## src/rtl/sat_div_pkg.sv

```systemverilog
package sat_div_pkg;

  localparam int OP_W = 8;
  localparam logic [OP_W-1:0] OP_DIV_SIGNED   = 8'h20;
  localparam logic [OP_W-1:0] OP_DIV_UNSIGNED = 8'h21;

  typedef enum logic [1:0] {
    ST_IDLE = 2'd0,
    ST_RUN  = 2'd1,
    ST_FIX  = 2'd2
  } divState_t;

  // strobes from control to datapath, at most one active per cycle
  typedef struct packed {
    logic loadIter;     // capture magnitudes and signs, start loop
    logic loadSpecial;  // write saturated result directly
    logic step;         // one restoring iteration
    logic finish;       // apply signs and publish result
  } divStrb_t;

endpackage

```

## src/rtl/sat_div_ctrl.sv

```systemverilog
module sat_div_ctrl
  import sat_div_pkg::*;
#(
  parameter int W = 32
) (
  input  logic            clk,
  input  logic            rstN,
  input  logic            startI,
  input  logic [OP_W-1:0] opI,
  input  logic            isSpecialI,
  output logic            modeSignedO,
  output divStrb_t        strbO,
  output logic            busyO,
  output logic            doneO
);

  localparam int CW = (W > 2) ? $clog2(W) : 1;
  localparam logic [CW-1:0] LAST_STEP = CW'(W - 1);

  divState_t     stateQ;
  logic [CW-1:0] cntQ;
  logic          doneQ;
  logic          opValid;
  logic          accept;

  always_comb begin
    opValid     = (opI == OP_DIV_SIGNED) || (opI == OP_DIV_UNSIGNED);
    modeSignedO = (opI == OP_DIV_SIGNED);
    accept      = startI && opValid && (stateQ == ST_IDLE);
    strbO             = '0;
    strbO.loadSpecial = accept && isSpecialI;
    strbO.loadIter    = accept && !isSpecialI;
    strbO.step        = (stateQ == ST_RUN);
    strbO.finish      = (stateQ == ST_FIX);
  end

  always_ff @(posedge clk or negedge rstN) begin
    if (!rstN) begin
      stateQ <= ST_IDLE;
      cntQ   <= '0;
      doneQ  <= 1'b0;
    end else begin
      doneQ <= strbO.loadSpecial || strbO.finish;
      unique case (stateQ)
        ST_IDLE: begin
          if (strbO.loadIter) begin
            stateQ <= ST_RUN;
            cntQ   <= LAST_STEP;
          end
        end
        ST_RUN: begin
          if (cntQ == '0) stateQ <= ST_FIX;
          else            cntQ   <= cntQ - 1'b1;
        end
        ST_FIX:  stateQ <= ST_IDLE;
        default: stateQ <= ST_IDLE;
      endcase
    end
  end

  assign busyO = (stateQ != ST_IDLE);
  assign doneO = doneQ;

  AST_FIX_THEN_DONE: assert property (@(posedge clk) disable iff (!rstN)
    (stateQ == ST_FIX) |=> (doneQ && stateQ == ST_IDLE));

  AST_BUSY_NO_ACCEPT: assert property (@(posedge clk) disable iff (!rstN)
    busyO |-> !(strbO.loadIter || strbO.loadSpecial));

  AST_STRB_EXCL: assert property (@(posedge clk) disable iff (!rstN)
    $onehot0({strbO.loadIter, strbO.loadSpecial, strbO.step, strbO.finish}));

  AST_BAD_OP_IDLE: assert property (@(posedge clk) disable iff (!rstN)
    (!busyO && startI && !opValid) |=> (!busyO && !doneQ));

endmodule

```

## src/rtl/sat_div_dpath.sv

```systemverilog
module sat_div_dpath
  import sat_div_pkg::*;
#(
  parameter int W = 32
) (
  input  logic           clk,
  input  logic           rstN,
  input  divStrb_t       strbI,
  input  logic           modeSignedI,
  input  logic [W-1:0]   dividendI,
  input  logic [W-1:0]   divisorI,
  output logic           isSpecialO,
  output logic [2*W-1:0] resultO,
  output logic           ovfO,
  output logic           stickyO,
  output logic           advO
);

  localparam int MSB = W - 1;
  localparam logic [W-1:0] MOST_NEG = {1'b1, {(W-1){1'b0}}};
  localparam logic [W-1:0] MOST_POS = ~MOST_NEG;

  logic           aNeg, bNeg;
  logic           divByZero, signedOvf;
  logic [W-1:0]   aMag, bMag;
  logic [W-1:0]   satQuo;

  logic [W-1:0]   remQ, quoQ, dvsQ;
  logic           negQuoQ, negRemQ;
  logic [2*W-1:0] resultQ;
  logic           ovfQ, stickyQ, advQ;

  logic [W:0]     shifted;
  logic           fits;
  logic [W-1:0]   remNext;
  logic [W-1:0]   fixQuo, fixRem;

  // operand classification and magnitudes
  always_comb begin
    aNeg      = modeSignedI && dividendI[MSB];
    bNeg      = modeSignedI && divisorI[MSB];
    divByZero = (divisorI == '0);
    signedOvf = modeSignedI && (dividendI == MOST_NEG) && (divisorI == '1);
    isSpecialO = divByZero || signedOvf;
    aMag = aNeg ? (~dividendI + 1'b1) : dividendI;
    bMag = bNeg ? (~divisorI + 1'b1) : divisorI;
    if (!modeSignedI)   satQuo = '1;
    else if (divByZero) satQuo = dividendI[MSB] ? MOST_NEG : MOST_POS;
    else                satQuo = MOST_POS;
  end

  // one restoring step and the sign fix-up
  always_comb begin
    shifted = {remQ, quoQ[MSB]};
    fits    = (shifted >= {1'b0, dvsQ});
    remNext = fits ? (shifted[W-1:0] - dvsQ) : shifted[W-1:0];
    fixQuo  = negQuoQ ? (~quoQ + 1'b1) : quoQ;
    fixRem  = negRemQ ? (~remQ + 1'b1) : remQ;
  end

  always_ff @(posedge clk or negedge rstN) begin
    if (!rstN) begin
      remQ    <= '0;
      quoQ    <= '0;
      dvsQ    <= '0;
      negQuoQ <= 1'b0;
      negRemQ <= 1'b0;
    end else if (strbI.loadIter) begin
      remQ    <= '0;
      quoQ    <= aMag;
      dvsQ    <= bMag;
      negQuoQ <= aNeg ^ bNeg;
      negRemQ <= aNeg;
    end else if (strbI.step) begin
      remQ <= remNext;
      quoQ <= {quoQ[W-2:0], fits};
    end
  end

  always_ff @(posedge clk or negedge rstN) begin
    if (!rstN) begin
      resultQ <= '0;
      ovfQ    <= 1'b0;
      stickyQ <= 1'b0;
      advQ    <= 1'b0;
    end else if (strbI.loadSpecial) begin
      resultQ <= {{W{1'b0}}, satQuo};
      ovfQ    <= 1'b1;
      stickyQ <= 1'b1;
      advQ    <= 1'b0;
    end else if (strbI.finish) begin
      resultQ <= {fixRem, fixQuo};
      ovfQ    <= 1'b0;
      advQ    <= 1'b0;
    end
  end

  assign resultO = resultQ;
  assign ovfO    = ovfQ;
  assign stickyO = stickyQ;
  assign advO    = advQ;

  AST_REM_BOUND: assert property (@(posedge clk) disable iff (!rstN)
    strbI.step |-> (remQ < dvsQ));

  AST_SAT_FLAGS: assert property (@(posedge clk) disable iff (!rstN)
    strbI.loadSpecial |=> (ovfQ && stickyQ && resultQ[2*W-1:W] == '0));

  AST_NORMAL_NO_OVF: assert property (@(posedge clk) disable iff (!rstN)
    strbI.finish |=> !ovfQ);

  AST_STICKY_HOLDS: assert property (@(posedge clk) disable iff (!rstN)
    stickyQ |=> stickyQ);

  AST_RESULT_STABLE: assert property (@(posedge clk) disable iff (!rstN)
    !(strbI.finish || strbI.loadSpecial) |=> $stable(resultQ));

endmodule

```

## src/rtl/sat_divider.sv

```systemverilog
module sat_divider
  import sat_div_pkg::*;
#(
  parameter int W = 32
) (
  input  logic           clk,
  input  logic           rstN,
  input  logic           startI,
  input  logic [7:0]     opI,
  input  logic [W-1:0]   dividendI,
  input  logic [W-1:0]   divisorI,
  output logic           busyO,
  output logic           doneO,
  output logic [2*W-1:0] resultO,
  output logic           ovfO,
  output logic           stickyOvfO,
  output logic           advOvfO
);

  divStrb_t strb;
  logic     modeSigned;
  logic     isSpecial;

  sat_div_ctrl #(.W(W)) uCtrl (
    .clk         (clk),
    .rstN        (rstN),
    .startI      (startI),
    .opI         (opI),
    .isSpecialI  (isSpecial),
    .modeSignedO (modeSigned),
    .strbO       (strb),
    .busyO       (busyO),
    .doneO       (doneO)
  );

  sat_div_dpath #(.W(W)) uDpath (
    .clk         (clk),
    .rstN        (rstN),
    .strbI       (strb),
    .modeSignedI (modeSigned),
    .dividendI   (dividendI),
    .divisorI    (divisorI),
    .isSpecialO  (isSpecial),
    .resultO     (resultO),
    .ovfO        (ovfO),
    .stickyO     (stickyOvfO),
    .advO        (advOvfO)
  );

endmodule

```

## config.mk

```make
export PLATFORM = sky130hd
export DESIGN_NAME = sat_divider
export DESIGN_NICKNAME = d
export VERILOG_FILES = /design/src/rtl/sat_div_pkg.sv /design/src/rtl/sat_div_ctrl.sv /design/src/rtl/sat_div_dpath.sv /design/src/rtl/sat_divider.sv
export SDC_FILE = /design/constraint.sdc
export NUM_CORES = 1
export LEC_CHECK = 0
export BUFFER_PORTS_ARGS = -buffer_cell sky130_fd_sc_hd__buf_2
export CAP_MARGIN = 20
export CORE_MARGIN = 2
export CORE_UTILIZATION = 44
export DETAILED_ROUTE_END_ITERATION = 6
export HOLD_SLACK_MARGIN = 0.08
export PLACE_DENSITY = 0.64
export RECOVER_POWER = 25
export SKIP_LAST_GASP = 1
export SLEW_MARGIN = 15
export SYNTH_ARGS = -nofsm -noshare
export SYNTH_HDL_FRONTEND = slang
export SYNTH_SLANG_ARGS = --single-unit
```

## constraint.sdc

```tcl
create_clock -name clk -period 3.7 [get_ports clk]
set_input_delay 1.11 -clock clk [delete_from_list [all_inputs] [get_ports clk]]
set_output_delay 1.11 -clock clk [all_outputs]
set_load 0.005 [all_outputs]
```

-- After elaboration in Yosys (flattened, before gate mapping)
Index checks and enable logic that the tools add are counted.
- bits in registers: 173
- input port bits: 75
- output and inout bits: 69
- add/sub/neg operators: 6
- $lt $le $gt $ge: 1
- equality and inequality tests: 9
- mux-type cells: 23
- bitwise operators: 5
- reduce and logical (&&, ||, !) cells: 21
- operators by type and width (operator ; count):
    32-bit 2-to-1 mux ; 12
    32-bit by 1-bit adder with 32-bit output (second input constant) ; 4
    64-bit 2-to-1 mux ; 2
    32-bit NOT ; 4
    32-bit equality test (second input constant) ; 2
    33-bit by 32-bit greater-or-equal comparator with 1-bit output ; 1
    32-bit zero test ; 1
    32-bit subtractor ; 1
    8-bit by 6-bit equality test with 1-bit output (second input constant) ; 2
    5-bit 2-to-1 mux ; 2
    5-bit case mux with 2 select lines ; 1
    1-bit logical AND ; 8
    2-bit nonzero test ; 4
    5-bit zero test ; 1
    5-bit by 1-bit subtractor with 5-bit output (second input constant) ; 1
    2-bit 2-to-1 mux ; 2
    2-bit != test (second input constant) ; 2
    2-bit case mux with 2 select lines ; 1
    1-bit logical OR ; 3
    1-bit 2-to-1 mux ; 3
    3-bit AND reduction ; 1
    2-bit by 1-bit equality test with 1-bit output (second input constant) ; 1
    2-bit equality test (second input constant) ; 1
    2-bit zero test ; 1
    other kinds (4) ; 4

-- Longest topological paths before layout
Gate-level depths: netlist of the first run.
- depth in word-level cells: 8
- mapped depth: 15
- depth with buffers taken out: 13

-- By module
Synthesis of the first run repeated with hierarchy kept, for this count alone.
- cells, all modules: 1438
- area total of the unflattened synthesis: 11821.3 um^2
- by module, submodules not included (module ; instances ; cells each ; area each (um^2) ; seq. area each (um^2)):
    sat_div_dpath ; 1 ; 1388 ; 11368.4 ; 4103.9
    sat_div_ctrl ; 1 ; 50 ; 452.9 ; 200.2

-- Least setup slack after synthesis of the first run
Ideal clock, no wire load.
- path kind: input to register
- start point: input port dividendI[17]
- end point: register uDpath.quoQ[3]
- arrival: 3486 ps
- data required time: 3574 ps
- setup slack: 88 ps
- cell stages on the path: 10
- cell sequence: or4_4 > nor3_4 > nand3_1 > or3_1 > o41a_1 > nand2b_1 > buf_4 > buf_4 > nor2_1 > a221o_1
- longest elaborated chain between the ends: 7
- elaborated cells between the ends (all ways): 8
- classes of those cells: eq/ne: 1; mux: 1; reduce/logical: 6
- ends and longest elaborated chain (item ; line ; text):
    from (decl) ; sat_divider.sv:10 ; input logic [W-1:0] dividendI,
    32-bit equality test (*) ; sat_div_dpath.sv:43 ; signedOvf = modeSignedI && (dividendI == MOST_NEG) && (divisorI == '1);
    1-bit logical AND (*) (2 in a row) ; sat_div_dpath.sv:43 ;
    1-bit logical OR (*) ; sat_div_dpath.sv:44 ; isSpecialO = divByZero || signedOvf;
    1-bit zero test (*) ; sat_div_ctrl.sv:32 ; strbO.loadIter = accept && !isSpecialI;
    1-bit logical AND (*) ; sat_div_ctrl.sv:32 ;
    32-bit 2-to-1 mux or 2-bit nonzero test (tied branches) ; - ;
    to (signal assigned) ; sat_div_dpath.sv:70 ; quoQ <= aMag;
    to (signal assigned) ; sat_div_dpath.sv:76 ; quoQ <= {quoQ[W-2:0], fits};
    to (decl) ; sat_div_dpath.sv:28 ; logic [W-1:0] remQ, quoQ, dvsQ;
Mark *: on every way between the ends. The rest lies on a longest branch, timed or not.
A chain may end at the register's enable or synchronous reset.

-- Worst setup path after layout of the first run
- start point: input port dividendI[17]
- end point: register uDpath.resultQ[27], in the netlist uDpath.resultO[27]
- longest elaborated chain between the ends: 6
- elaborated cells between the ends (all ways): 7
- classes of those cells: eq/ne: 1; mux: 1; reduce/logical: 5
- ends and longest elaborated chain (item ; line ; text):
    32-bit equality test (*) ; sat_div_dpath.sv:43 ;
    1-bit logical AND (*) (2 in a row) ; sat_div_dpath.sv:43 ;
    1-bit logical OR (*) ; sat_div_dpath.sv:44 ;
    1-bit logical AND (*) ; sat_div_ctrl.sv:31 ; strbO.loadSpecial = accept && isSpecialI;
    64-bit 2-to-1 mux or 2-bit nonzero test (tied branches) ; - ;
    to (signal assigned) ; sat_div_dpath.sv:87 ; resultQ <= {{W{1'b0}}, satQuo};
    to (signal assigned) ; sat_div_dpath.sv:92 ; resultQ <= {fixRem, fixQuo};
    to (decl) ; sat_div_dpath.sv:30 ; logic [2*W-1:0] resultQ;
Marks and branches as above.

==> results, run 1 <==
- Across the routed clock network, the largest skew measured is 0.0101 ns.
- The maximum resistive drop on vdd is 0.384 mV.
- The area of the core is 25800 um^2.
- The count of final hold-check violations is 0.
- The largest net degree at the start of global routing is 71.
- The post-cts sizing count is 0.
- The first-pass iteration count of the detailed router is 5.
- The final antenna-violating net count is 0.
- The worst path needs 3.46 ns of the cycle, external delays included.
- Synthesis handed over a netlist of 1346 instances.
- The number of nets in the layout is 1625.
- Counting flops with a built-in enable in the synthesized netlist gives 0.
- The number of hold buffers added after CTS is 0.
- The critical path goes through buf_2 > or4_4 > nor3_4 > nand3_1 > or3_1 > o41a_1 > nor2_4 > buf_4 > a21oi_1 > o22a_1.
- The setup slack at placement is -0.222 ns.
- Across every metal layer, demand over resource in global routing totals 22.6%.
- Dividing total power by cell area gives a power density of 665 nW/um^2.
- The wire-length estimate of the detail-placed layout is 24000 um.
- The max-capacitance violation count is 1.
- The setup slack of the critical path after layout is 0.241 ns.
- The first global-routing pass estimated 50700 um of wire.
- Once layout is done, the placed cells without fillers occupy 13700 um^2.
- Of the available clock period, the critical path in the final layout requires 93.5%.
- Dividing the detail-routed via count by the number of cells gives 5.58.
- The highest attainable clock frequency is 289 MHz.
- The post-route netlist has 18.6% of its cells at a drive strength greater than 1.
- Setup violations remaining at the end of the flow were counted as 0.
- The combined area of all synthesized cells is 11500 um^2.
- When the netlist entered floorplanning its net count stood at 1461.
- The cell area after placement is 13000 um^2.
- Measured along the x axis, the die boundary spans 166 um.
- For this design, the slowest cell found on the critical path is sky130_fd_sc_hd__or4_4.
- The synthesis-to-finish area growth is 18.8%.
- The biggest area contributor in the post-synthesis netlist is sky130_fd_sc_hd__dfrtp_1.
- The clock net in this run drives a total of 172 sinks.
- The final max-slew violation count was 51.
- At the pin with the least slew margin, the transition time is 2.42 ns.
- The initialized floorplan defines 59 standard-cell rows.
- The final layout contains routed wiring with a total length of 31100 um.
- Data on the critical path is required at its endpoint by 4.02 ns.
- The clock latency reported for the late side of the worst-skew pair is 0.44 ns.
- Among all flip-flop cells after synthesis, the most frequent one is sky130_fd_sc_hd__dfrtp_1.
- The min-delay analysis places its worst path in the category reg -> reg.
- The design draws 9.09 mW.
- The die covers 27500 um^2.
- Synthesis instantiated 70 different standard cells from the library.
- For this run, the slowest stage of the critical path takes 0.56 ns.
- The library cell used most frequently in the layout, excluding fill and tap cells, is sky130_fd_sc_hd__nand2_1.
- The initial antenna violation count is 1.
- The H-tree was split into 4 levels.
- The proportion of register bits with asynchronous set or reset after synthesis is 100%.
- STA classifies the critical path startpoint as an input port.
- The buffer depth of the longest clock path is 2.
- The highest fanout seen on the critical path is 32.
- The run finished, with violations left.
- The arrival time at the worst endpoint is 3.78 ns.
- After detailed routing, the number of remaining DRC violations is 0.
- In this run the tool buffered the top-level ports with 142 buffer cells.
- In the layout the commonest cells are sky130_fd_sc_hd__nand2_1, sky130_fd_sc_hd__dfrtp_1, sky130_fd_sc_hd__buf_2, sky130_fd_sc_hd__o21ai_0, sky130_fd_sc_hd__xor2_1.
- The final reports fail on capacitance limit, slew limit.
- The congestion estimate from routability-driven global placement came to 0.934.
- The fraction of synthesized cell area taken by the top area cell type is 37.4%.
- Sequential elements use 37.4% of the synthesized area.
- After synthesis the netlist holds a flip-flop and latch count of 172.
- The average wire length per cell after detail routing is 16.7 um.
- The clock-pin slew on the worst setup and hold paths is 0.07 ns.
- CTS placed an instance of sky130_fd_sc_hd__clkbuf_16 at the clock tree root.
- The floorplan die height is 166 um.
- The initial core utilization is 44.5%.
- The detailed router finished its first iteration with 889 violations.
- The total clock buffers created by CTS is 17.
- The setup path with the least slack is of type in -> reg.
- The worst-case headroom to the max-slew limit is -61.4%.
- After synthesis, the mean cell area works out to 8.55 um^2.
- Sorting the synthesized cells by area gives the leading types as sky130_fd_sc_hd__dfrtp_1, sky130_fd_sc_hd__xor2_1, sky130_fd_sc_hd__nand2_1, sky130_fd_sc_hd__o21ai_0, sky130_fd_sc_hd__xnor2_1.
- The leakage power figure is 5.97 nW.
- In this run the post-CTS setup repair buffer count came out at 0.
- During synthesis, Yosys emitted a total of 0 warnings.
- Measured on the finished design, the core utilization comes to 52.9%.
- Setup repair after global routing left no endpoint under its margin.
- Summing over every cut layer, the via total after detailed routing is 10.4k.
- For this run the aggregate overflow at the end of global routing stands at 0.
- The worst hold-check slack is 0.471 ns.
- The count of pins on the block boundary is 144.
- TritonCTS built the clock tree.
- The kind of end point of the critical path is a flop.
- The via count of the first global-routing pass was 9471.
final cells by class:
cell class                      instances  area, um^2
Clock inverter                         15         201
Sequential cell                       172        4300
Antenna cell                            1        2.50
Clock buffer                           17         425
Inverter                               54         203
Multi-Input combinational cell       1040        6670
Timing Repair Buffer                  225        1440
Fill cell                            2421       12200
Tap cell                              335         419
flip-flops by register name (all words and copies together), names as in the netlist:
register        cells
uDpath.negRemQ      1
uDpath.dvsQ        32
uCtrl.cntQ          5
uDpath.resultO     64
uDpath.quoQ        32
uDpath.negQuoQ      1
uCtrl.stateQ        2
uDpath.ovfO         1
uDpath.remQ        32
uDpath.stickyO      1
uCtrl.doneO         1
where the power goes:
part           internal (mW)  total (mW)  leakage, nW  switching [mW]
combinational           1.86        4.30         3.57            2.44
sequential              2.26        2.91         2.10           0.643
clock                  0.984        1.88        0.302           0.901
total                   5.11        9.09         5.97            3.98
cells in the mapped netlist, types with 4 or more instances:
cell type	instances
sky130_fd_sc_hd__nor3_1	27
sky130_fd_sc_hd__nand2b_1	14
sky130_fd_sc_hd__mux2i_1	12
sky130_fd_sc_hd__buf_1	6
sky130_fd_sc_hd__o31ai_1	31
sky130_fd_sc_hd__ha_1	39
sky130_fd_sc_hd__nand3b_1	5
sky130_fd_sc_hd__xor2_1	81
sky130_fd_sc_hd__nand3_1	44
sky130_fd_sc_hd__nor4_1	12
sky130_fd_sc_hd__a211o_1	6
sky130_fd_sc_hd__nand4_1	13
sky130_fd_sc_hd__o21bai_1	4
sky130_fd_sc_hd__o22ai_1	28
sky130_fd_sc_hd__inv_1	54
sky130_fd_sc_hd__nor2b_1	10
sky130_fd_sc_hd__a22oi_1	13
sky130_fd_sc_hd__a21o_1	13
sky130_fd_sc_hd__a211oi_1	4
sky130_fd_sc_hd__xnor2_1	68
sky130_fd_sc_hd__dfrtp_1	172
sky130_fd_sc_hd__o211ai_1	11
sky130_fd_sc_hd__a31oi_1	11
sky130_fd_sc_hd__buf_4	4
sky130_fd_sc_hd__clkbuf_1	52
sky130_fd_sc_hd__o41ai_1	14
sky130_fd_sc_hd__buf_2	14
sky130_fd_sc_hd__a21oi_1	55
sky130_fd_sc_hd__nor2_1	79
sky130_fd_sc_hd__nand2_1	184
sky130_fd_sc_hd__or4_1	11
sky130_fd_sc_hd__o21ai_1	11
sky130_fd_sc_hd__o21a_1	6
sky130_fd_sc_hd__o21ai_0	138
sky130_fd_sc_hd__a221o_1	32
sky130_fd_sc_hd__or3_1	16
metrics by stage:
stage / TNS, ns / cells
finish: 0 / 1859
global route: 0 / 1859
CTS: 0 / 1858
detailed placement: -8.60 / 1826
global placement: -4.34 / 1826
floorplan: 0 / 1346
worst max-delay path, delay by kind of cell:
family,cells,cell delay (ns)
simple gates,5,1.46
compound gates,3,0.77
buf+inv,2,0.45
cells by family (layout without fill, tap and decap cells):
family | Yosys count | count (layout) | share of synthesized area, %
XOR/XNOR | 149 | 149 | 11.3
buffers and inverters | 134 | 311 | 4.88
other | 1 | 2 | 0.0326
AO/OA/AOI/OAI | 398 | 398 | 22.5
multiplexers | 14 | 14 | 1.24
adder cells (fa/ha/maj) | 40 | 40 | 4.42
AND/OR/NAND/NOR | 438 | 438 | 18.1
flip-flops | 172 | 172 | 37.4
final timing paths:
path	startpoint	endpoint	slack, ns	cells after the start
max	dividendI[17]	uDpath.resultO[27]$_DFFE_PN0P_	0.24	10
max reg2reg	uDpath.remQ[7]$_DFFE_PN0P_	uDpath.remQ[22]$_DFFE_PN0P_	0.28	10
max in group asynchronous	rstN	uDpath.dvsQ[24]$_DFFE_PN0P_	0.77	1
min reg2reg	uDpath.resultO[20]$_DFFE_PN0P_	uDpath.resultO[20]$_DFFE_PN0P_	0.47	2
min	uDpath.resultO[20]$_DFFE_PN0P_	uDpath.resultO[20]$_DFFE_PN0P_	0.47	2
min in group asynchronous	rstN	uDpath.dvsQ[9]$_DFFE_PN0P_	1.55	1
routing by layer:
metal / wire, um / global-route usage (%) / vias to the layer above
met5: 0 / 0 / -
met4: 510 / 6.28 / 0
met3: 1380 / 2.82 / 32
met2: 12700 / 31.5 / 272
li1: - / - / 5177
met1: 16500 / 36.4 / 4892
(Power assumes the default switching activity.)
==> run 2: changes to the inputs <==
--- a/config.mk
+++ b/config.mk
@@ -13,6 +13,7 @@
 export HOLD_SLACK_MARGIN = 0.08
 export PLACE_DENSITY = 0.64
 export RECOVER_POWER = 25
+export SETUP_SLACK_MARGIN = 0.4
 export SKIP_LAST_GASP = 1
 export SLEW_MARGIN = 15
 export SYNTH_ARGS = -nofsm -noshare
==> results, run 2 (synthesis gave the netlist of run 1 again) <==
- Result of the run: finished with violations (unchanged).
- Failing checks: capacitance limit, slew limit (unchanged).
- The end point of the worst hold path is uDpath.resultO[20]$_DFFE_PN0P_ (unchanged).
- The register-to-register path setup slack is 0.53 ns (was 0.28 ns).
- The worst-case headroom to the max-slew limit is -29.6% (was -61.4%).
- The arrival time at the worst endpoint came to 3.71 ns (was 3.78 ns).
- The number of nets in the layout is 1642 (was 1625).
- The logic depth of the worst register-to-register path was 14 (was 10).
- The max-capacitance violation count is 2 (was 1).
- The clock-pin slew on the worst setup and hold paths came to 0.08 ns (was 0.07 ns).
- The final max-slew violation count is 120 (was 51).
- The placed cell count is 1822 (was 1826).
- The total buffers and inverters traversed by the critical path is 4 (was 2).
- The switching power summed over all nets came to 4.05 mW (was 3.98 mW).
- The cell at the root of the clock tree is sky130_fd_sc_hd__clkbuf_16 (unchanged).
- The fraction of power consumed by the clock network is 20.3% (was 20.7%).
- The area of the core came to 25800 um^2 (unchanged).
- The routed via count divided by cell count is 5.63 (was 5.58).
- The area taken by multi-input logic gates is 6930 um^2 (was 6670 um^2).
- The type of element launching the critical path is an input port (unchanged).
- The internal power component is 5.19 mW (was 5.11 mW).
- The highest-delay cell along the critical path was sky130_fd_sc_hd__or4_4 (unchanged).
- The most common cell after layout, fill and taps aside is sky130_fd_sc_hd__dfrtp_1 (was sky130_fd_sc_hd__nand2_1).
- The total clock buffers created by CTS is 17 (unchanged).
- The cell area after placement is 13100 um^2 (was 13000 um^2).
- The count of pins on the block boundary is 144 (unchanged).
- The first-pass GRT wire length is 51000 um (was 50700 um).
- The full die area is 27500 um^2 (unchanged).
- The count of input and output buffers is 142 (unchanged).
- The average wire length per cell after detail routing came to 17.4 um (was 16.7 um).
- The share of power burned in registers was 31.9% (was 32.0%).
- The number of hold buffers added after CTS is 0 (unchanged).
- The power density of the placed cells is 647 nW/um^2 (was 665 nW/um^2).
- The net switching fraction of the power was 43.8% (about the same).
- The HPWL after detailed placement is 24100 um (was 24000 um).
- The setup slack at placement is -0.108 ns (was -0.222 ns).
- Commonest cells after routing, fill and taps aside: sky130_fd_sc_hd__dfrtp_1, sky130_fd_sc_hd__nand2_1, sky130_fd_sc_hd__buf_2, sky130_fd_sc_hd__o21ai_0, sky130_fd_sc_hd__xor2_1 (was sky130_fd_sc_hd__nand2_1, sky130_fd_sc_hd__dfrtp_1, sky130_fd_sc_hd__buf_2, sky130_fd_sc_hd__o21ai_0, sky130_fd_sc_hd__xor2_1).
- The floorplan die height is 166 um (unchanged).
- CP Cell Sequence: buf_6 > or4_4 > nor4_4 > nand2b_1 > or3_4 > o41a_1 > buf_4 > nand2b_4 > buf_12 > buf_12 > nand3_1 > o21ai_1 (was buf_2 > or4_4 > nor3_4 > nand3_1 > or3_1 > o41a_1 > nor2_4 > buf_4 > a21oi_1 > o22a_1).
- The first-pass iteration count of the detailed router is 5 (unchanged).
- The final critical-path share of the clock period is 91.2% (was 93.5%).
- The TritonCTS clock tree is yes (unchanged).
- The clock latency reported for the late side of the worst-skew pair was 0.44 ns (about the same).
- The number of remaining DRC errors is 0 (unchanged).
- The clock sink count is 172 (unchanged).
- The antenna cell count came to 0 (was 1).
- The type of the worst min-delay path is reg -> reg (unchanged).
- The depth of the CTS H-tree is 4 (unchanged).
- The vias after detailed routing is 10.5k (was 10.4k).
- The number of violations reported at the end of detailed-routing iteration 0 is 882 (was 889).
- The kind of end point of the critical path is a flop (unchanged).
- The reg-to-reg critical path startpoint is uDpath.quoQ[31]$_DFFE_PN0P_ (was uDpath.remQ[7]$_DFFE_PN0P_).
- The cell count of the worst hold path is 2 (unchanged).
- The startpoint of the tightest hold check path is uDpath.resultO[20]$_DFFE_PN0P_ (unchanged).
- Unrepaired setup endpoints after global routing: true (was false).
- The setup skew after layout is 0.0134 ns (was 0.0101 ns).
- The setup slack of the critical path after layout is 0.327 ns (was 0.241 ns).
- The maximum resistive drop on vdd is 0.427 mV (was 0.384 mV).
- The critical register-to-register path endpoint is uDpath.remQ[24]$_DFFE_PN0P_ (was uDpath.remQ[22]$_DFFE_PN0P_).
- The critical path's largest stage delay is 0.55 ns (was 0.56 ns).
- The family of cells with the greatest summed delay on the critical path is simple AND/OR/NAND/NOR gates (unchanged).
- The residual overflow from global routing came to 0 (unchanged).
- The final number of setup-violating endpoints is 0 (unchanged).
- The measured slew at the worst slew-check pin came to 1.94 ns (was 2.42 ns).
- The final antenna-violating net count is 0 (unchanged).
- The initial core utilization is 44.5% (unchanged).
- The post-detailed-routing wire length is 32600 um (was 31100 um).
- The register area is 4300 um^2 (unchanged).
- The die span in x came to 166 um (unchanged).
- The data required time of the critical path is 4.04 ns (was 4.02 ns).
- The most numerous cell type found on the critical path is sky130_fd_sc_hd__buf_12.
- The critical path class is in -> reg (unchanged).
- The filler cell count came to 2385 (was 2421).
- The overall routing resource usage is 22.6% (about the same).
- The final weighted congestion of routability-driven global placement is 0.914 (was 0.934).
- The time the final worst path needs with I/O delays and setup is 3.37 ns (was 3.46 ns).
- The total non-filler cell area in the finished layout is 14300 um^2 (was 13700 um^2).
- The share of power burned in combinational logic came to 47.9% (was 47.3%).
- The flip-flop count of the largest register after layout is 64 (unchanged).
- The initial antenna violation count is 0 (was 1).
- The non-filler instance count after layout is 1875 (was 1859).
- The largest net degree at the start of global routing was 67 (was 71).
- The fraction of final layout cells with drive strength greater than 1 is 22.4% (was 18.6%).
- The synthesis-to-finish area growth is 24.1% (was 18.8%).
- The leakage power figure is 6.21 nW (was 5.97 nW).
- The highest fanout seen on the critical path is 18 (was 32).
- The buffer depth of the longest clock path was 2 (unchanged).
- The via count of the first global-routing pass was 9535 (was 9471).
- The standard-cell row count is 59 (unchanged).
- The highest attainable clock frequency was 296 MHz (was 289 MHz).
- The count of final hold-check violations was 0 (unchanged).
==> run 2: cell count changes in the layout (fill, tap and decap cells not counted), sizes merged <==
| cell | delta |
|---|---|
| clkinv | -1 |
| buf | +4 |
| dlygate4sd2 | -1 |
| diode | -1 |
| inv | +1 |
| clkbuf | +12 |
| nor2 | +2 |
==> run 2: worst max path at each step <==
stage	from	end	slack, ns	cells after the start
after floorplan	dividendI[3]	uDpath.quoQ[3]$_DFFE_PN0P_	0.11	10
after global placement	dividendI[3]	uDpath.resultO[31]$_DFFE_PN0P_	-0.07	12
after detailed placement	dividendI[3]	uDpath.resultO[28]$_DFFE_PN0P_	-0.11	12
after CTS	dividendI[3]	uDpath.resultO[28]$_DFFE_PN0P_	0.36	12
after global routing	dividendI[3]	uDpath.remQ[17]$_DFFE_PN0P_	0.17	12
final	dividendI[3]	uDpath.remQ[17]$_DFFE_PN0P_	0.33	12
==> run 2: per-stage QoR <==
| step | utilization (%) | setup TNS [ns] | power, mW | hold slack, ns |
|---|---|---|---|---|
| 5_1_grt | 55.3 | 0 | 9.91 | 0.506 |
| 3_3_place_gp | 50.7 | -1.08 | 7.10 | 0.449 |
| 4_1_cts | 53.2 | 0 | 9.08 | 0.469 |
| 3_5_place_dp | 50.7 | -5.46 | 7.18 | 0.452 |
| 2_1_floorplan | - | 0 | 5.94 | 0.449 |
| 6_report | 55.3 | 0 | 9.24 | 0.463 |
==> run 2: power groups by stage <==
| stage | Clock (mW) | Sequential (mW) | Combinational, mW |
|---|---|---|---|
| 2_1_floorplan | 0 | 2.71 | 3.23 |
| 3_3_place_gp | 0 | 2.92 | 4.18 |
| 3_5_place_dp | 0 | 2.94 | 4.24 |
| 4_1_cts | 1.91 | 2.90 | 4.27 |
| 5_1_grt | 1.97 | 3.01 | 4.94 |
| 6_report | 1.87 | 2.95 | 4.42 |
==> run 2: per-layer routing <==
metal / up-vias / GRT usage [%] / wire, um
met3: 26 / 2.84 / 1990
met5: - / 0 / 0
li1: 5203 / - / -
met2: 332 / 32.1 / 13900
met1: 4987 / 36.6 / 16400
met4: 0 / 3.93 / 369
==> run 2: layout make-up <==
type	count	share of cell area (%)
clock inverter	15	1.36
timing repair buffer	240	12.6
multi-input combinational	1042	48.6
tap	335	2.94
sequential	172	30.1
inverter	54	1.42
clock buffer	17	2.98
==> run 2: worst reg2reg max path: cells and delay by family (launching register included) <==
kind / cells / cell delay (ns)
compound gates: 5 / 1.08
xor+xnor: 1 / 0.14
fa+ha+maj: 2 / 0.59
buf+inv: 3 / 0.36
flops: 1 / 0.43
mux: 1 / 0.15
simple gates: 2 / 0.21
==> run 2: what timing repair did <==
| item | in CTS | in global routing |
|---|---|---|
| pin swaps | 2 | 21 |
| endpoints found under the setup margin | 44 | 146 |
| gates cloned | 0 | 10 |
| buffers inserted | 1 | 10 |
| resized for setup | 4 | 77 |
==> run 3: changes to the inputs <==
--- a/config.mk
+++ b/config.mk
@@ -7,12 +7,13 @@
 export LEC_CHECK = 0
 export BUFFER_PORTS_ARGS = -buffer_cell sky130_fd_sc_hd__buf_2
 export CAP_MARGIN = 20
+export CORE_ASPECT_RATIO = 0.7
 export CORE_MARGIN = 2
 export CORE_UTILIZATION = 44
 export DETAILED_ROUTE_END_ITERATION = 6
 export HOLD_SLACK_MARGIN = 0.08
 export PLACE_DENSITY = 0.64
-export RECOVER_POWER = 25
+export RECOVER_POWER = 100
 export SETUP_SLACK_MARGIN = 0.4
 export SKIP_LAST_GASP = 1
 export SLEW_MARGIN = 15
==> results, run 3 (synthesis gave the netlist of run 1 again) <==
- The count of final hold-check violations is 0 (unchanged).
- The highest-delay cell along the critical path is sky130_fd_sc_hd__or4_4 (unchanged).
- The highest fanout seen on the critical path is 8 (was 18).
- The arrival time at the worst endpoint is 3.81 ns (was 3.71 ns).
- The depth of the CTS H-tree is 4 (unchanged).
- The full die area is 27500 um^2 (about the same).
- CP Cell Sequence: clkbuf_1 > or4_4 > nor3_1 > nand3_2 > or3_1 > o41a_1 > nor2_4 > buf_12 > buf_12 > nor2_4 > a211o_1 (was buf_6 > or4_4 > nor4_4 > nand2b_1 > or3_4 > o41a_1 > buf_4 > nand2b_4 > buf_12 > buf_12 > nand3_1 > o21ai_1).
- Unrepaired setup endpoints after global routing: true (unchanged).
- The startpoint of the tightest hold check path is uDpath.resultO[20]$_DFFE_PN0P_ (unchanged).
- The critical path's largest stage delay is 0.54 ns (was 0.55 ns).
- The count of input and output buffers is 142 (unchanged).
- The synthesis-to-finish area growth is 20.4% (was 24.1%).
- The data required time of the critical path is 4.03 ns (was 4.04 ns).
- The vias after detailed routing is 10.7k (was 10.5k).
- The power density of the placed cells is 675 nW/um^2 (was 647 nW/um^2).
- The setup skew after layout is 0.0153 ns (was 0.0134 ns).
- The overall routing resource usage is 25.1% (was 22.6%).
- The critical register-to-register path endpoint was uDpath.resultO[29]$_DFFE_PN0P_ (was uDpath.remQ[24]$_DFFE_PN0P_).
- Result of the run: finished with violations (unchanged).
- The post-detailed-routing wire length was 34800 um (was 32600 um).
- The non-filler instance count after layout is 1866 (was 1875).
- The floorplan die height was 139 um (was 166 um).
- The fraction of final layout cells with drive strength greater than 1 is 17.8% (was 22.4%).
- The number of remaining DRC errors is 0 (unchanged).
- The final antenna-violating net count came to 0 (unchanged).
- The routed via count divided by cell count is 5.72 (was 5.63).
- The flip-flop count of the largest register after layout is 64 (unchanged).
- The most common cell after layout, fill and taps aside is sky130_fd_sc_hd__nand2_1 (was sky130_fd_sc_hd__dfrtp_1).
- The count of pins on the block boundary is 144 (unchanged).
- The number of nets in the layout came to 1637 (was 1642).
- The die span in x was 197 um (was 166 um).
- The initial core utilization was 44.8% (was 44.5%).
- The max-capacitance violation count was 1 (was 2).
- The logic depth of the worst register-to-register path was 9 (was 14).
- The total clock buffers created by CTS is 17 (unchanged).
- The average wire length per cell after detail routing is 18.7 um (was 17.4 um).
- The clock latency reported for the late side of the worst-skew pair is 0.45 ns (was 0.44 ns).
- The time the final worst path needs with I/O delays and setup is 3.48 ns (was 3.37 ns).
- The worst-case headroom to the max-slew limit was -5.45% (was -29.6%).
- The clock sink count came to 172 (unchanged).
- The worst hold-check slack came to 0.473 ns (was 0.463 ns).
- The standard-cell row count is 49 (was 59).
- The cell at the root of the clock tree is sky130_fd_sc_hd__clkbuf_16 (unchanged).
- The largest net degree at the start of global routing is 66 (was 67).
- Commonest cells after routing, fill and taps aside: sky130_fd_sc_hd__nand2_1, sky130_fd_sc_hd__dfrtp_1, sky130_fd_sc_hd__o21ai_0, sky130_fd_sc_hd__buf_2, sky130_fd_sc_hd__xor2_1 (was sky130_fd_sc_hd__dfrtp_1, sky130_fd_sc_hd__nand2_1, sky130_fd_sc_hd__buf_2, sky130_fd_sc_hd__o21ai_0, sky130_fd_sc_hd__xor2_1).
- The final max-slew violation count is 66 (was 120).
- The final number of setup-violating endpoints is 0 (unchanged).
- The final weighted congestion of routability-driven global placement is 0.923 (was 0.914).
- The clock-pin slew on the worst setup and hold paths is 0.08 ns (about the same).
- The via count of the first global-routing pass is 9442 (was 9535).
- The TritonCTS clock tree is yes (unchanged).
- The reg-to-reg critical path startpoint is uDpath.quoQ[7]$_DFFE_PN0P_ (was uDpath.quoQ[31]$_DFFE_PN0P_).
- The placed cell count came to 1823 (was 1822).
- The buffer depth of the longest clock path is 2 (unchanged).
- The measured slew at the worst slew-check pin is 1.58 ns (was 1.94 ns).
- The first-pass iteration count of the detailed router is 5 (unchanged).
- The setup slack of the critical path after layout is 0.221 ns (was 0.327 ns).
- The number of hold buffers added after CTS is 0 (unchanged).
- The number of violations reported at the end of detailed-routing iteration 0 is 1087 (was 882).
- Failing checks: capacitance limit, slew limit (unchanged).
- The residual overflow from global routing was 0 (unchanged).
- The kind of end point of the critical path was a flop (unchanged).
- The end point of the worst hold path is uDpath.resultO[20]$_DFFE_PN0P_ (unchanged).
- The area of the core was 25700 um^2 (was 25800 um^2).
- The cell count of the worst hold path came to 2 (unchanged).
- The type of the worst min-delay path is reg -> reg (unchanged).
- The antenna cell count is 0 (unchanged).
- The final critical-path share of the clock period came to 94.0% (was 91.2%).
- The leakage power figure was 5.99 nW (was 6.21 nW).
- The maximum resistive drop on vdd was 0.405 mV (was 0.427 mV).
- The total negative setup slack is 0 ns (unchanged).
- The highest attainable clock frequency came to 287 MHz (was 296 MHz).
- The critical path class is in -> reg (unchanged).
- The setup slack at placement is -0.125 ns (was -0.108 ns).
- The type of element launching the critical path is an input port (unchanged).
- The filler cell count is 2428 (was 2385).
- The initial antenna violation count is 0 (unchanged).
- The overall power consumption is 9.35 mW (was 9.24 mW).
- The HPWL after detailed placement came to 26300 um (was 24100 um).
- The first-pass GRT wire length is 53900 um (was 51000 um).
- The register-to-register path setup slack is 0.43 ns (was 0.53 ns).
run 3: final cells by class:
| cell class | instances | area (um^2) | area share [%] |
|---|---|---|---|
| Clock buffer | 18 | 429 | 3.10 |
| Clock inverter | 14 | 160 | 1.16 |
| Inverter | 54 | 203 | 1.46 |
| Multi-Input combinational cell | 1043 | 6810 | 49.2 |
| Sequential cell | 172 | 4300 | 31.1 |
| Tap cell | 331 | 414 | 2.99 |
| Timing Repair Buffer | 234 | 1530 | 11.0 |
run 3: worst max-delay path by stage:
| stage | start | end | slack (ns) | cells after the start |
|---|---|---|---|---|
| finish | dividendI[18] | uDpath.resultO[24]$_DFFE_PN0P_ | 0.22 | 11 |
| global route | dividendI[18] | uDpath.resultO[2]$_DFFE_PN0P_ | 0.13 | 12 |
| floorplan | dividendI[3] | uDpath.quoQ[3]$_DFFE_PN0P_ | 0.11 | 10 |
| global placement | dividendI[3] | uDpath.resultO[10]$_DFFE_PN0P_ | -0.08 | 9 |
| CTS | dividendI[18] | uDpath.resultO[24]$_DFFE_PN0P_ | 0.37 | 10 |
| detailed placement | dividendI[3] | uDpath.resultO[10]$_DFFE_PN0P_ | -0.12 | 9 |
run 3: power breakdown:
part	total, mW	switching [mW]	internal [mW]
registers	2.96	0.697	2.26
clock network	1.81	0.898	0.914
logic	4.58	2.64	1.93
total	9.35	4.24	5.11
run 3: what timing repair did:
action,4_1_cts,5_1_grt
cloned,2,4
endpoints found under the setup margin,22,103
buffers inserted,2,3
gates resized for setup,10,43
hold endpoints to repair,0,0
pin swaps,5,22
run 3: stage by stage:
step                utilization, %  cell area, um^2
floorplan                        -            11600
global placement              51.0            13100
detailed placement            51.0            13100
CTS                           53.6            13800
global route                  53.9            13900
finish                        53.9            13900
run 3: worst max-delay path, delay by kind of cell:
family	cells	cell delay [ns]
compound gates	2	0.81
buf+inv	3	0.34
simple gates	6	1.54
run 3: per-layer routing:
layer  track usage, %  wire, um
met4             4.59       214
met3             5.04      3060
met2             29.3     12300
met5                0         0
met1             44.6     19200
